<file path="config.mk">
export PLATFORM = sky130hd
export DESIGN_NAME = pipe_stage_regs
export DESIGN_NICKNAME = d
export VERILOG_FILES = /design/src/rtl/pipe_regs_pkg.sv /design/src/rtl/pc_unit.sv /design/src/rtl/ifid_reg.sv /design/src/rtl/stage_reg.sv /design/src/rtl/pipe_stage_regs.sv
export SDC_FILE = /design/constraint.sdc
export NUM_CORES = 1
export LEC_CHECK = 0
export ABC_CLOCK_PERIOD_IN_PS = 4500
export CORE_AREA = 5 5 283 285
export CTS_CLUSTER_DIAMETER = 120
export CTS_CLUSTER_SIZE = 8
export DETAILED_ROUTE_END_ITERATION = 10
export DIE_AREA = 0 0 288 290
export GPL_TIMING_DRIVEN = 0
export PLACE_DENSITY_LB_ADDON = 0.15
export SKIP_LAST_GASP = 1
export SLEW_MARGIN = 30
export SYNTH_ARGS = -nofsm -noshare
export SYNTH_HDL_FRONTEND = slang
export SYNTH_SLANG_ARGS = --single-unit
</file>
<file path="constraint.sdc">
create_clock -name clk -period 4.5 [get_ports clk]
set_clock_uncertainty 0.1 [all_clocks]
set_input_delay 0.675 -clock clk [delete_from_list [all_inputs] [get_ports clk]]
set_output_delay 0.675 -clock clk [all_outputs]
set_load 0.03 [all_outputs]
</file>
<file path="src/rtl/pipe_regs_pkg.sv">
package pipe_regs_pkg;
  localparam int unsigned XLEN      = 32;
  localparam int unsigned REG_IDX_W = 5;
  localparam int unsigned EX_CTL_W  = 4;  // {alu_src, alu_op[1:0], reg_dst}
  localparam int unsigned M_CTL_W   = 3;  // {branch, mem_read, mem_write}
  localparam int unsigned WB_CTL_W  = 2;  // {mem_to_reg, reg_write}
  localparam int unsigned PC_STEP   = 4;

  typedef logic [XLEN-1:0] word_t;
endpackage

</file>
<file path="src/rtl/pc_unit.sv">
module pc_unit #(
  parameter int unsigned XW = pipe_regs_pkg::XLEN,
  parameter logic [XW-1:0] RESET_PC = '0
) (
  input  logic          clk,
  input  logic          rst,
  input  logic          hold,
  input  logic          sel_target,
  input  logic [XW-1:0] target,
  output logic [XW-1:0] pc_q
);
  localparam logic [XW-1:0] STEP = XW'(pipe_regs_pkg::PC_STEP);

  always_ff @(posedge clk) begin
    if (rst)             pc_q <= RESET_PC;
    else if (sel_target) pc_q <= target;
    else if (!hold)      pc_q <= pc_q + STEP;
  end
endmodule

</file>
<file path="src/rtl/ifid_reg.sv">
module ifid_reg #(
  parameter int unsigned XW = pipe_regs_pkg::XLEN
) (
  input  logic          clk,
  input  logic          rst,
  input  logic          hold,
  input  logic          flush,
  input  logic [XW-1:0] instr_d,
  input  logic [XW-1:0] pc_d,
  output logic [XW-1:0] instr_q,
  output logic [XW-1:0] pc_q
);
  always_ff @(posedge clk) begin
    if (rst) begin
      instr_q <= '0;
      pc_q    <= '0;
    end else if (flush) begin
      instr_q <= '0;
      pc_q    <= pc_d;
    end else if (!hold) begin
      instr_q <= instr_d;
      pc_q    <= pc_d;
    end
  end
endmodule

</file>
<file path="src/rtl/stage_reg.sv">
module stage_reg #(
  parameter int unsigned CW = 2,
  parameter int unsigned DW = 32
) (
  input  logic          clk,
  input  logic          rst,
  input  logic          bubble,
  input  logic [CW-1:0] ctl_d,
  input  logic [DW-1:0] data_d,
  output logic [CW-1:0] ctl_q,
  output logic [DW-1:0] data_q
);
  always_ff @(posedge clk) begin
    if (rst || bubble) ctl_q <= '0;
    else               ctl_q <= ctl_d;
  end

  always_ff @(posedge clk) begin
    data_q <= data_d;
  end
endmodule

</file>
<file path="src/rtl/pipe_stage_regs.sv">
module pipe_stage_regs #(
  parameter int unsigned XW = pipe_regs_pkg::XLEN,
  parameter int unsigned RW = pipe_regs_pkg::REG_IDX_W,
  parameter int unsigned EW = pipe_regs_pkg::EX_CTL_W,
  parameter int unsigned MW = pipe_regs_pkg::M_CTL_W,
  parameter int unsigned WW = pipe_regs_pkg::WB_CTL_W,
  parameter logic [XW-1:0] RESET_PC = '0
) (
  input  logic          clk,
  input  logic          rst,
  input  logic          stall,
  input  logic          flush_ifid,
  input  logic          bubble_idex,
  input  logic          bubble_exmem,
  input  logic          bubble_memwb,
  input  logic          pc_sel_branch,
  input  logic [XW-1:0] branch_target,
  output logic [XW-1:0] pc_q,
  input  logic [XW-1:0] imem_instr,
  output logic [XW-1:0] ifid_instr,
  output logic [XW-1:0] ifid_pc,
  input  logic [XW-1:0] id_rs_val,
  input  logic [XW-1:0] id_rt_val,
  input  logic [XW-1:0] id_imm,
  input  logic [RW-1:0] id_dest,
  input  logic [EW-1:0] id_ctl_ex,
  input  logic [MW-1:0] id_ctl_m,
  input  logic [WW-1:0] id_ctl_wb,
  output logic [XW-1:0] ex_rs_val,
  output logic [XW-1:0] ex_rt_val,
  output logic [XW-1:0] ex_imm,
  output logic [XW-1:0] ex_pc,
  output logic [RW-1:0] ex_dest,
  output logic [EW-1:0] ex_ctl_ex,
  output logic [MW-1:0] ex_ctl_m,
  output logic [WW-1:0] ex_ctl_wb,
  input  logic [XW-1:0] ex_alu_res,
  input  logic [XW-1:0] ex_br_target,
  input  logic          ex_zero,
  input  logic [XW-1:0] ex_store_data,
  output logic [XW-1:0] mem_alu_res,
  output logic [XW-1:0] mem_br_target,
  output logic          mem_zero,
  output logic [XW-1:0] mem_store_data,
  output logic [RW-1:0] mem_dest,
  output logic [MW-1:0] mem_ctl_m,
  output logic [WW-1:0] mem_ctl_wb,
  input  logic [XW-1:0] mem_load_data,
  output logic [XW-1:0] wb_load_data,
  output logic [XW-1:0] wb_alu_res,
  output logic [RW-1:0] wb_dest,
  output logic [WW-1:0] wb_ctl_wb
);
  localparam int unsigned IDEX_CW  = EW + MW + WW;
  localparam int unsigned IDEX_DW  = 4*XW + RW;
  localparam int unsigned EXMEM_CW = MW + WW;
  localparam int unsigned EXMEM_DW = 3*XW + 1 + RW;
  localparam int unsigned MEMWB_CW = WW;
  localparam int unsigned MEMWB_DW = 2*XW + RW;

  // fetch
  pc_unit #(.XW(XW), .RESET_PC(RESET_PC)) u_pc (
    .clk(clk), .rst(rst), .hold(stall), .sel_target(pc_sel_branch),
    .target(branch_target), .pc_q(pc_q)
  );

  ifid_reg #(.XW(XW)) u_ifid (
    .clk(clk), .rst(rst), .hold(stall), .flush(flush_ifid),
    .instr_d(imem_instr), .pc_d(pc_q),
    .instr_q(ifid_instr), .pc_q(ifid_pc)
  );

  // decode -> execute
  logic [IDEX_CW-1:0] idex_ctl_q;
  logic [IDEX_DW-1:0] idex_data_q;

  stage_reg #(.CW(IDEX_CW), .DW(IDEX_DW)) u_idex (
    .clk(clk), .rst(rst), .bubble(stall || bubble_idex),
    .ctl_d({id_ctl_ex, id_ctl_m, id_ctl_wb}),
    .data_d({id_rs_val, id_rt_val, id_imm, ifid_pc, id_dest}),
    .ctl_q(idex_ctl_q), .data_q(idex_data_q)
  );
  assign {ex_ctl_ex, ex_ctl_m, ex_ctl_wb}              = idex_ctl_q;
  assign {ex_rs_val, ex_rt_val, ex_imm, ex_pc, ex_dest} = idex_data_q;

  // execute -> memory: execute group dropped here
  logic [EXMEM_CW-1:0] exmem_ctl_q;
  logic [EXMEM_DW-1:0] exmem_data_q;

  stage_reg #(.CW(EXMEM_CW), .DW(EXMEM_DW)) u_exmem (
    .clk(clk), .rst(rst), .bubble(bubble_exmem),
    .ctl_d({ex_ctl_m, ex_ctl_wb}),
    .data_d({ex_alu_res, ex_br_target, ex_zero, ex_store_data, ex_dest}),
    .ctl_q(exmem_ctl_q), .data_q(exmem_data_q)
  );
  assign {mem_ctl_m, mem_ctl_wb} = exmem_ctl_q;
  assign {mem_alu_res, mem_br_target, mem_zero, mem_store_data, mem_dest} = exmem_data_q;

  // memory -> writeback: only writeback group survives
  logic [MEMWB_CW-1:0] memwb_ctl_q;
  logic [MEMWB_DW-1:0] memwb_data_q;

  stage_reg #(.CW(MEMWB_CW), .DW(MEMWB_DW)) u_memwb (
    .clk(clk), .rst(rst), .bubble(bubble_memwb),
    .ctl_d(mem_ctl_wb),
    .data_d({mem_load_data, mem_alu_res, mem_dest}),
    .ctl_q(memwb_ctl_q), .data_q(memwb_data_q)
  );
  assign wb_ctl_wb = memwb_ctl_q;
  assign {wb_load_data, wb_alu_res, wb_dest} = memwb_data_q;

  // checks
  AST_PC_STEP: assert property (@(posedge clk) disable iff (rst)
    (!stall && !pc_sel_branch) |=> pc_q == $past(pc_q) + XW'(4));
  AST_PC_REDIRECT: assert property (@(posedge clk) disable iff (rst)
    pc_sel_branch |=> pc_q == $past(branch_target));
  AST_PC_HOLD: assert property (@(posedge clk) disable iff (rst)
    (stall && !pc_sel_branch) |=> $stable(pc_q));
  AST_IFID_HOLD: assert property (@(posedge clk) disable iff (rst)
    (stall && !flush_ifid) |=> ($stable(ifid_instr) && $stable(ifid_pc)));
  AST_IFID_FLUSH_NOP: assert property (@(posedge clk) disable iff (rst)
    flush_ifid |=> (ifid_instr == '0 && ifid_pc == $past(pc_q)));
  AST_IDEX_BUBBLE: assert property (@(posedge clk) disable iff (rst)
    (stall || bubble_idex) |=> (ex_ctl_ex == '0 && ex_ctl_m == '0 && ex_ctl_wb == '0));
  AST_IDEX_PC_TRAVEL: assert property (@(posedge clk) disable iff (rst)
    1'b1 |=> ex_pc == $past(ifid_pc));
  AST_EXMEM_CARRY: assert property (@(posedge clk) disable iff (rst)
    !bubble_exmem |=> (mem_ctl_m == $past(ex_ctl_m) && mem_ctl_wb == $past(ex_ctl_wb)));
  AST_DEST_TRAVEL: assert property (@(posedge clk) disable iff (rst)
    1'b1 |=> (mem_dest == $past(ex_dest) && wb_dest == $past(mem_dest)));
  AST_MEMWB_CARRY: assert property (@(posedge clk) disable iff (rst)
    (!bubble_memwb |=> wb_ctl_wb == $past(mem_ctl_wb)));
  AST_MEMWB_BUBBLE: assert property (@(posedge clk) disable iff (rst)
    bubble_memwb |=> wb_ctl_wb == '0);
endmodule

</file>
Word-level counts from Yosys, hierarchy flattened. Cells that the tools add are included.

Reductions and logical operators: 5. Equality and inequality tests: 2. $add $sub $neg: 1. Multiplexer cells: 4.

Operators with widths (count): $mux 32 (4); $add 32x3->32 const B (1); $logic_or 1x1->1 (4); $ne 2x1->1 const B (2); $reduce_or 2->1 (1).

Register bits after elaboration: 416. Output and inout bits: 416. Logic and storage cells: 21. Input port bits: 311.

Logic depth before layout (Yosys ltp). Gate-level depths: netlist of the first run.

Depth after elaboration: 3. Depth in mapped cells: 6. Depth with buffers taken out: 5.

By module. Synthesis of the first run repeated with hierarchy kept, for this count alone.

Cells, all modules: 820. Area total of the unflattened synthesis: 11103.1 µm².

Modules (own cells, without submodules): stage_reg (u_idex) (sequential area each 2842.7 µm², times used 1, area an instance 2977.9 µm², cells an instance 153); ifid_reg (sequential area each 1281.2 µm², times used 1, area an instance 2623.8 µm², cells an instance 250); stage_reg (u_exmem) (sequential area each 2142.1 µm², times used 1, area an instance 2179.6 µm², cells an instance 112); pc_unit (sequential area each 640.6 µm², times used 1, area an instance 1879.3 µm², cells an instance 231); stage_reg (u_memwb) (sequential area each 1421.4 µm², times used 1, area an instance 1436.4 µm², cells an instance 73); pipe_stage_regs (sequential area each 0.0 µm², times used 1, area an instance 6.3 µm², cells an instance 1).

Worst setup path after synthesis of the first run. No wires, ideal clock.

Path kind: reg2reg. Start: register u_pc.pc_q[2]. End: register u_pc.pc_q[30]. Setup slack: 2.107 ns. Library setup time: 0.091 ns. Clock period less this slack: 2.393 ns. Arrival: 2.202 ns. Buffers on the path: 1. Data required time: 4.309 ns. Stages on the path, launching flop included: 7. Path through: dfxtp_1 > ha_1 > nand4b_4 > or3_1 > buf_2 > or4_1 > a311oi_1.

Cells in the longest elaborated chain, start to end: 3.

Ends and longest elaborated chain: start, declared (line pc_unit.sv:10) `output logic [XW-1:0] pc_q`; start signal, assigned (line pc_unit.sv:16) `else if (sel_target) pc_q <= target;`; start signal, assigned (line pc_unit.sv:17) `else if (!hold) pc_q <= pc_q + STEP;`; $add 32x3->32 (line pc_unit.sv:17); $mux 32 (line pc_unit.sv:17); $mux 32 (line pc_unit.sv:16).

No other way between the ends. The select of a mux whose other input is x is not followed. A chain may end at the register's enable or synchronous reset.

Final worst setup path of the first run.
Start: register u_pc.pc_q[5]. End: output pc_q[5].

RTL lines: end, declared (line pipe_stage_regs.sv:18) `output logic [XW-1:0] pc_q,`.

No word-level cell between the ends.

==> out/metrics.yaml, run 1 <==
clock_tree:
  cts.clk_slew.worst_paths_ps: 60
  clk_path_buf_depth: 3
  cts-root-buf: "clkbuf_16"
  clkSinkCount: 416
  ctsResizeCount: 0
  cts_hold_buf: 0
  clkLatencyLatePin_ps: 600
  postCtsSetupBuffers: 0
  cts_buffers: 58
  cts_tree: "done"
  cts-htree-levels: 2
die:
  pin_count: 727
  core.rowCount: 102
  die-area_um2: 83500
  dieWidth_um: 288
  start_util: 0.138
  die_h_um: 290
  core_um2: 77100
placement:
  portBuffers: 724
  hpwl_mm: 44.3
  gp_congestion: 0.767
timing:
  timing.hold.ws_ps: 236
  final_max_slew_viol_count: 0
  max_freq_mhz: 360
  hold_viol_final: 0
  finalSetupViolCount: 0
  setup_tns_ps: 0
  rsz0062_at_grt: "no"
  period_share: 0.617
  fin_crit_ps: 2770
  slew_headroom: 0.340
  worst_slew_pin_slew_ps: 983
worst_hold_path:
  hold_class: "flop to flop"
  hp-start: "u_exmem.data_q[99]"
logic_synthesis:
  yosys_warnings: 0
  synthCells: 816
  synth_cell_types: 40
  synth_top_area_cell: "dfxtp_1"
  synth_nets: 1128
  synth_edf_count: 0
  async_flop_share: 0
  postSynthAreaPerCell_um2: 13.0
  netlist_top_cells_area: "dfxtp_1 78%, mux2i_1 3.4%, nand2_1 2.9%"
  synth-seq-cells: 416
  yosysSeqAreaShare: 0.784
  netlist_area_um2: 10600
  yosysTopAreaCellShare: 0.784
  synth-main-ff-cell: "dfxtp_1"
drt:
  vias: 8872
  routedWlPerCell_um: 20.5
  drt_first_pass_iters: 5
  drt_wl_total_mm: 54.4
  drt-vias-per-instance: 3.35
  antenna_left: 0
  drc: 0
  drt_iter0_markers: 290
outcome:
  outcome: "completed"
worst_setup_path:
  crit_fanout: 7
  endpoint_kind: "output pin"
  crit_start: "u_pc.pc_q[5]"
  crit_family: "buffers and inverters"
  r2r-start: "u_pc.pc_q[13]"
  worstPathCellList: "clkdlybuf4s50_1"
  cp-start-kind: "flop"
  cp.arrival_ps: 2000
  crit_type: "flop to output pin"
  crit_slowest_cell: "clkdlybuf4s50_1"
  path_buf_inv: 1
  crit_required_ps: 3720
  slowest_delay_ps: 780
final_layout:
  nNetsFinal: 1912
  layout-drive-gt1-share: 0.0455
  fillCellCount: 8117
  syn2layout_area_growth_pct: 95.2
power:
  ir_drop_mv: 0.244
  power.share.clock: 0.428
  switching_share: 0.256
  seqPwrFrac: 0.438
  p_leak_nw: 7.79
  pwr_density_cell_nw_per_um2: 439
  internal_power_mw: 6.77
  p_switching_mw: 2.33
  power_frac_comb: 0.133
global_routing:
  grt_max_degree: 17
  grt_pass1_wl_mm: 74.7
  grt_usage: 0.124
  grt_pass1_vias: 9252
  grt_overflow_total: 0
  antenna_found_initial: 13
flow_run:
  max_cap_viol_count: 0
==> worst reg2reg max path: cells and delay by family, from the launching register on <==
kind            cells  cell delay, ps
buf+inv             1             350
compound gates      2             500
flops               1             540
simple gates        2            1050
==> path summary, 6_finish.rpt <==
kind,endpoint,slack (ps),cells past startpoint
hold reg to reg,u_memwb.data_q[34],240,0
hold / removal,u_memwb.data_q[34],240,0
setup reg to reg,u_pc.pc_q[23],1830,5
setup / recovery,pc_q[5],1730,1
==> cell type report <==
class                   instances  area, µm²  area share
plain buffers                  36        146     0.00706
clock buffers                  61       1490      0.0720
inverters                       9       33.8     0.00163
flip-flops and latches        416       8330       0.402
clock inverters                 3       53.8     0.00259
repair buffers                724       7250       0.349
multi-input cells             355       2120       0.102
diodes                          6       15.0    0.000724
well taps                    1040       1300      0.0627
==> sequential cells by signal (all words and copies together), names as in the netlist <==
name	cells
u_pc.pc_q	32
u_exmem.ctl_q	5
u_exmem.data_q	102
u_ifid.instr_q	32
u_memwb.ctl_q	2
u_idex.data_q	133
u_idex.ctl_q	9
u_ifid.pc_q	32
u_memwb.data_q	69
==> placed cells by master, fill, tap and decap left out, types with 3 or more instances in the layout <==
| master | instances |
|---|---|
| and3_1 | 5 |
| nor4_1 | 8 |
| nor2b_1 | 6 |
| nor3_1 | 6 |
| nor2_1 | 61 |
| nand4_1 | 10 |
| buf_2 | 3 |
| a211oi_1 | 12 |
| diode_2 | 6 |
| a2111oi_0 | 6 |
| clkbuf_16 | 59 |
| mux2i_1 | 36 |
| inv_1 | 9 |
| dfxtp_1 | 416 |
| buf_1 | 7 |
| and2_1 | 16 |
| xnor2_1 | 7 |
| clkbuf_1 | 26 |
| and4_1 | 6 |
| a311oi_1 | 13 |
| or4_1 | 6 |
| clkdlybuf4s50_1 | 724 |
| a21oi_1 | 37 |
| nand2_1 | 81 |
| xor2_1 | 4 |
| nand3_1 | 5 |
| or3_1 | 4 |
| o31ai_1 | 6 |
==> cell families (layout without fill, tap and decap cells) <==
kind of cell	after synthesis	count (layout)	share of synthesized area
DFF	416	416	0.784
and+or+nand+nor	228	228	0.106
AOI/OAI and AO/OA	79	79	0.0493
buffers and inverters	45	833	0.0170
muxes	36	36	0.0339
xor gates and xnor gates	11	11	0.00907
adders and majority gates	1	1	0.00118
other	0	6	0
==> metrics by stage <==
stage / util / area [µm²] / worst slack [ps] / std cells / power [mW]
floorplan: - / 10600 / 2110 / 816 / 4.52
global placement: 0.249 / 19200 / 1430 / 2580 / 5.29
detailed placement: 0.249 / 19200 / 1430 / 2580 / 5.30
CTS: 0.269 / 20700 / 1640 / 2644 / 9.33
global route: 0.269 / 20700 / 1600 / 2644 / 9.51
finish: 0.269 / 20700 / 1730 / 2650 / 9.10
==> routing by layer <==
layer / up-vias / track usage / share of wire
met2: 416 / 0.221 / 0.50
li1: 4286 / - / -
met1: 4069 / 0.132 / 0.37
met3: 85 / 0.0546 / 0.10
met5: - / 0 / 0.0019
met4: 16 / 0.0355 / 0.025
==> Yosys cell counts (2+ instances only) <==
library cell  instances
a2111oi_0             6
a211oi_1             12
a21oi_1              37
a311oi_1             13
and2_1               16
and3_1                5
and4_1                6
buf_1                 7
buf_2                 3
clkbuf_1             25
dfxtp_1             416
inv_1                 9
mux2i_1              36
nand2_1              81
nand2b_1              2
nand3_1               5
nand4_1              10
nor2_1               61
nor2b_1               6
nor3_1                7
nor3b_1               2
nor4_1                8
o21ai_0               2
o221ai_1              2
o31ai_1               6
or2_2                 2
or3_1                 4
or4_1                 6
xnor2_1               7
xor2_1                4
==> power groups by stage <==
stage	clock, mW	combinational, mW	sequential, mW
3_3_place_gp	0	1.24	4.06
4_1_cts	4.10	1.24	3.99
3_5_place_dp	0	1.23	4.06
6_report	3.90	1.21	3.99
2_1_floorplan	0	0.112	4.41
5_1_grt	4.23	1.27	4.01
No activity file was read; power rests on OpenSTA's default activity.
==> run 2: changes to the inputs <==
--- a/config.mk
+++ b/config.mk
@@ -5,12 +5,12 @@
 export SDC_FILE = /design/constraint.sdc
 export NUM_CORES = 1
 export LEC_CHECK = 0
-export ABC_CLOCK_PERIOD_IN_PS = 4500
-export CORE_AREA = 5 5 283 285
+export ABC_CLOCK_PERIOD_IN_PS = 2600
+export CORE_AREA = 5 5 278 280
 export CTS_CLUSTER_DIAMETER = 120
 export CTS_CLUSTER_SIZE = 8
 export DETAILED_ROUTE_END_ITERATION = 10
-export DIE_AREA = 0 0 288 290
+export DIE_AREA = 0 0 283 285
 export GPL_TIMING_DRIVEN = 0
 export PLACE_DENSITY_LB_ADDON = 0.15
 export SKIP_LAST_GASP = 1
==> constraint.sdc (replaced) <==
create_clock -name clk -period 2.6 [get_ports clk]
set_clock_uncertainty 0.1 [all_clocks]
set_input_delay 0.39 -clock clk [delete_from_list [all_inputs] [get_ports clk]]
set_output_delay 0.39 -clock clk [all_outputs]
set_load 0.03 [all_outputs]
==> run 2 against run 1 <==
Clock power is 67% higher. Worst hold slack worse by 97 ps. Routed wire length hardly changed. Combinational power is 74% higher. Cell count is 2.9% lower. Critical path depth stayed put. Total power is 71% higher. Sequential power is 73% higher. Core utilization is 0.86 points higher. Worst setup slack worse by 1600 ps. Clock-buffer cell count is 4 lower. Global-route usage is 0.47 points higher.
==> out/metrics.yaml, run 2 (same netlist as run 1, synthesis figures left out) <==
timing:
  setup_tns_ps: 0  # unchanged
  period_share: 0.954
  fin_crit_ps: 2480
  hold_viol_final: 0  # unchanged
  slew_headroom: 0.408  # +0.0687
  rsz0062_at_grt: "no"
  final_max_slew_viol_count: 0  # unchanged
  worst_slew_pin_slew_ps: 887  # -95.5 ps
  finalSetupViolCount: 0  # unchanged
  timing.hold.ws_ps: 139  # -97.1 ps
  max_freq_mhz: 403
drt:
  drt_wl_total_mm: 54.4  # about the same
  drt_iter0_markers: 378  # +30%
  drt_first_pass_iters: 4  # -1
  vias: 8991  # +1.3%
  routedWlPerCell_um: 21.2  # +3.1%
  drt-vias-per-instance: 3.50  # +4.4%
  drc: 0  # unchanged
  antenna_left: 0  # unchanged
global_routing:
  antenna_found_initial: 10  # -3
  grt_pass1_vias: 9310  # +0.63%
  grt_max_degree: 17  # unchanged
  grt_overflow_total: 0  # unchanged
  grt_usage: 0.128  # +0.00466
  grt_pass1_wl_mm: 75.1  # +0.58%
final_layout:
  final_cell_area_um2: 20600  # -0.66%
  syn2layout_area_growth_pct: 93.9
  layout-drive-gt1-share: 0.0469  # +0.00136
  top_register: "u_idex.data_q"
  final_cell_mix: "722 x clkdlybuf4s50_1, 414 x dfxtp_1, 80 x nand2_1, 61 x nor2_1, 57 x clkbuf_16"
  largest_reg_flops: 133  # unchanged
  top_regs: "u_idex.data_q x133, u_exmem.data_q x102, u_memwb.data_q x69"
  nNetsFinal: 1911  # -0.052%
  final_common_cell: "clkdlybuf4s50_1"
worst_setup_path:
  path_buf_inv: 1  # unchanged
  endpoint_kind: "output pin"
  crit_slowest_cell: "clkdlybuf4s50_1"
  crit_type: "flop to output pin"
  cp.arrival_ps: 1990  # about the same
  worstPathCellList: "clkdlybuf4s50_1"
  crit_required_ps: 2110  # -1610 ps
  crit_fanout: 7  # unchanged
  slowest_delay_ps: 850  # +70 ps
  crit_family: "buffers and inverters"
  cp-start-kind: "flop"
clock_tree:
  cts_tree: "done"
  clkSinkCount: 416  # unchanged
  cts-root-buf: "clkbuf_16"
  cts-htree-levels: 2  # unchanged
  clk_path_buf_depth: 3  # unchanged
  cts.clk_slew.worst_paths_ps: 70  # about the same
  clkLatencyLatePin_ps: 580  # -20 ps
  cts_buffers: 57  # -1.7%
  cts_hold_buf: 0  # unchanged
power:
  p_leak_nw: 7.79  # about the same
  finalPower_mw: 15.5  # +71%
  p_switching_mw: 3.97  # +71%
  ir_drop_mv: 0.415  # +70%
  power_frac_comb: 0.136  # +0.003
  switching_share: 0.256  # about the same
  seqPwrFrac: 0.444  # +0.006
  pwr_density_cell_nw_per_um2: 754  # +72%
  power.share.clock: 0.420  # -0.008
  internal_power_mw: 11.6  # +71%
die:
  pin_count: 727  # unchanged
  start_util: 0.143  # +0.00536
  die_h_um: 285  # -1.7%
  core_um2: 74200  # -3.7%
  core.rowCount: 100  # -2.0%
  die-area_um2: 80700  # -3.4%
  dieWidth_um: 283  # -1.7%
worst_hold_path:
  hold_class: "primary input to flop"
flow_run:
  max_cap_viol_count: 0  # unchanged
placement:
  gp_congestion: 0.772  # +0.67%
  place_area_um2: 19100  # -0.46%
  hpwl_mm: 44.7  # +0.98%
  portBuffers: 724  # unchanged
outcome:
  outcome: "completed"
run 2: per-layer routing:
layer	wire [µm]	part of all wire	vias to the layer above	GRT usage
met5	69	0.0013	-	0
met4	962	0.018	12	0.0277
met2	27400	0.50	423	0.227
met1	20300	0.37	4181	0.140
li1	-	-	4298	-
met3	5700	0.10	77	0.0625
run 2: power by group through the flow:
stage / registers (mW) / clock network (mW) / logic, mW
floorplan: 7.64 / 0 / 0.194
finish: 6.89 / 6.53 / 2.11
global placement: 7.01 / 0 / 2.15
detailed placement: 7.02 / 0 / 2.14
global route: 6.93 / 7.07 / 2.22
CTS: 6.89 / 6.86 / 2.15
run 2: path summary, 6_finish.rpt:
path	from	endpoint	slack (ps)	cells after the start
setup / recovery	u_pc.pc_q[7]	pc_q[7]	120	1
setup reg to reg	u_pc.pc_q[2]	u_pc.pc_q[30]	130	6
hold reg to reg	u_exmem.data_q[84]	u_memwb.data_q[19]	250	0
hold / removal	ex_alu_res[17]	u_exmem.data_q[87]	140	1
run 2: stage by stage:
stage / setup WS (ps) / utilization / std cells
after floorplan: 207 / - / 816
after global placement: -53.2 / 0.257 / 2509
after detailed placement: -101 / 0.257 / 2509
after CTS: 32.0 / 0.277 / 2569
after global routing: 4.52 / 0.278 / 2569
final: 120 / 0.278 / 2572
run 2: what timing repair did:
action / in CTS / in global routing
setup endpoints to repair: 4 / 3
hold endpoints to repair: 0 / 0
gates resized for setup: 5 / 3
setup buffers: 0 / 0
run 2: worst reg2reg max path, delay by kind of cell, from the launching register on:
family                     cells  cell delay (ps)
and+or+nand+nor                3             1080
AOI/OAI and AO/OA              1              270
adders and majority gates      1              280
DFF                            1              470
buffers and inverters          1              180
run 2: cell type report:
cell class | count | area (µm²)
Antenna cell | 3 | 7.51
Clock buffer | 57 | 1430
Clock inverter | 3 | 55.1
Sequential cell | 416 | 8330
Buffer | 36 | 146
Inverter | 9 | 33.8
Fill cell | 7720 | 53600
Multi-Input combinational cell | 355 | 2140
Timing Repair Buffer | 724 | 7250
Tap cell | 969 | 1210
==> run 3: changes to the inputs <==
--- a/config.mk
+++ b/config.mk
@@ -6,13 +6,16 @@
 export NUM_CORES = 1
 export LEC_CHECK = 0
 export ABC_CLOCK_PERIOD_IN_PS = 2600
+export CAP_MARGIN = 20
 export CORE_AREA = 5 5 278 280
 export CTS_CLUSTER_DIAMETER = 120
 export CTS_CLUSTER_SIZE = 8
 export DETAILED_ROUTE_END_ITERATION = 10
 export DIE_AREA = 0 0 283 285
+export GPL_ROUTABILITY_DRIVEN = 0
 export GPL_TIMING_DRIVEN = 0
 export PLACE_DENSITY_LB_ADDON = 0.15
+export REMOVE_ABC_BUFFERS = 1
 export SKIP_LAST_GASP = 1
 export SLEW_MARGIN = 30
 export SYNTH_ARGS = -nofsm -noshare
==> run 3 against run 2 <==
Clock-buffer cell count up 2. Sequential power about the same. Non-clock buffer count down 29. Routed wire length down 5.3%. Clock power up 4.1%. Worst setup slack better by 13 ps. Via count down 2.0%. Global-route usage down 0.68 points. Worst hold slack worse by 19 ps. Sequential share of layout area down 0.084 points. Final area up 0.19%. Core utilization up 0.054 points. Critical path type unchanged. Critical endpoint is now pc_q[5]. Largest cell class unchanged. Highest routed layer unchanged.
==> out/metrics.yaml, run 3 (same netlist as run 1, synthesis figures left out) <==
flow_run:
  max_cap_viol_count: 0  # unchanged
power:
  ir_drop_mv: 0.480  # +16%
  pwr_density_cell_nw_per_um2: 764  # +1.4%
  p_leak_nw: 7.82  # +0.34%
clock_tree:
  cts.clk_slew.worst_paths_ps: 60  # about the same
  postCtsSetupBuffers: 0  # unchanged
  clkSinkCount: 416  # unchanged
  cts_buffers: 58  # +1.8%
  cts-htree-levels: 2  # unchanged
  cts_hold_buf: 0  # unchanged
  clkLatencyLatePin_ps: 600  # +20 ps
  clk_path_buf_depth: 3  # unchanged
  cts_tree: "done"
  cts-root-buf: "clkbuf_16"
die:
  dieWidth_um: 283  # unchanged
  start_util: 0.143  # unchanged
  pin_count: 727  # unchanged
  die_h_um: 285  # unchanged
  core_um2: 74200  # unchanged
  die-area_um2: 80700  # unchanged
  core.rowCount: 100  # unchanged
final_layout:
  final_common_cell: "clkdlybuf4s50_1"
  final_cell_mix: "723 x clkdlybuf4s50_1, 415 x dfxtp_1, 81 x nand2_1, 61 x nor2_1, 58 x clkbuf_16"
  largest_reg_flops: 133  # unchanged
  nNetsFinal: 1883  # -1.5%
  top_register: "u_idex.data_q"
  stdcell_count: 2545  # -1.0%
  top_regs: "u_idex.data_q x133, u_exmem.data_q x102, u_memwb.data_q x69"
  multiInputGateArea_um2: 2160  # +0.58%
  fillCellCount: 7669  # -0.66%
  area.sequential_um2: 8330  # about the same
  syn2layout_area_growth_pct: 94.3
  layout-drive-gt1-share: 0.0533  # +0.00646
drt:
  routedWlPerCell_um: 20.3  # -4.3%
  drt_wl_total_mm: 51.5  # -5.3%
  drc: 0  # unchanged
  antenna_left: 0  # unchanged
  drt-vias-per-instance: 3.46  # -1.0%
  drt_iter0_markers: 256  # -32%
  vias: 8808  # -2.0%
  drt_first_pass_iters: 6  # +2
worst_setup_path:
  crit_family: "buffers and inverters"
  worstPathCellList: "clkdlybuf4s50_1"
  path_buf_inv: 1  # unchanged
  slowest_delay_ps: 820  # -30 ps
  crit_fanout: 7  # unchanged
  crit_slowest_cell: "clkdlybuf4s50_1"
  crit_required_ps: 2110  # about the same
  cp.arrival_ps: 1980  # about the same
  cp-start-kind: "flop"
  endpoint_kind: "output pin"
  crit_type: "flop to output pin"
global_routing:
  grt_max_degree: 44  # +27
  grt_usage: 0.121  # -0.00685
  grt_pass1_wl_mm: 72.3  # -3.8%
  antenna_found_initial: 5  # -5
  grt_pass1_vias: 9299  # -0.12%
  grt_overflow_total: 0  # unchanged
timing:
  setup_ws_ps: 133  # +12.6 ps
  final_max_slew_viol_count: 0  # unchanged
  setup_tns_ps: 0  # unchanged
  rsz0062_at_grt: "no"
  worst_slew_pin_slew_ps: 792  # -95.0 ps
  timing.hold.ws_ps: 120  # -18.7 ps
  hold_viol_final: 0  # unchanged
  fin_crit_ps: 2470  # -12.6 ps
  finalSetupViolCount: 0  # unchanged
  period_share: 0.949  # -0.00485
  slew_headroom: 0.471  # +0.0626
  max_freq_mhz: 405  # +0.51%
placement:
  post-place-ws_ps: 28.1  # +129 ps
  placed_cells: 2480  # -1.2%
  hpwl_mm: 41.7  # -6.8%
  portBuffers: 726  # +0.28%
outcome:
  outcome: "completed"
worst_hold_path:
  hold_class: "primary input to flop"
-- run 3: final timing paths --
check                           from           endpoint  slack, ps  cells after the start
setup / recovery        u_pc.pc_q[5]            pc_q[5]        130                      1
hold / removal            id_imm[20]  u_idex.data_q[57]        120                      1
setup reg to reg       u_pc.pc_q[13]      u_pc.pc_q[23]        210                      5
hold reg to reg   u_exmem.data_q[72]  u_memwb.data_q[7]        230                      0
-- run 3: where the power goes --
part / leakage, nW / switching, mW / internal [mW] / total [mW]
Combinational: 3.58 / 1.06 / 1.01 / 2.08
Clock: 0.765 / 2.78 / 4.03 / 6.80
Sequential: 3.48 / 0.182 / 6.72 / 6.90
-- run 3: layout make-up --
type	count	share of cell area
diodes	1	0.000121
inverters	9	0.00164
clock inverters	5	0.00509
well taps	969	0.0587
repair buffers	731	0.356
multi-input cells	355	0.104
clock buffers	59	0.0705
flip-flops and latches	416	0.403
-- run 3: repair_timing --
item	in CTS	in global routing
pin swaps	0	0
gates resized for setup	1	2
endpoints found under the setup margin	1	5
-- run 3: layer usage --
layer,vias up,wire (µm),track usage
met3,71,4330,0.0478
met4,10,1010,0.0289
met5,-,56,0
met2,383,26700,0.222
met1,4125,19500,0.132
li1,4219,-,-
-- run 3: metrics by stage --
| stage | power [mW] | utilization | cell area [µm²] |
|---|---|---|---|
| after floorplan | 7.79 | - | 10500 |
| after global placement | 9.13 | 0.256 | 19000 |
| after detailed placement | 9.13 | 0.257 | 19100 |
| after CTS | 16.2 | 0.278 | 20600 |
| after global routing | 16.5 | 0.278 | 20600 |
| final | 15.8 | 0.278 | 20600 |
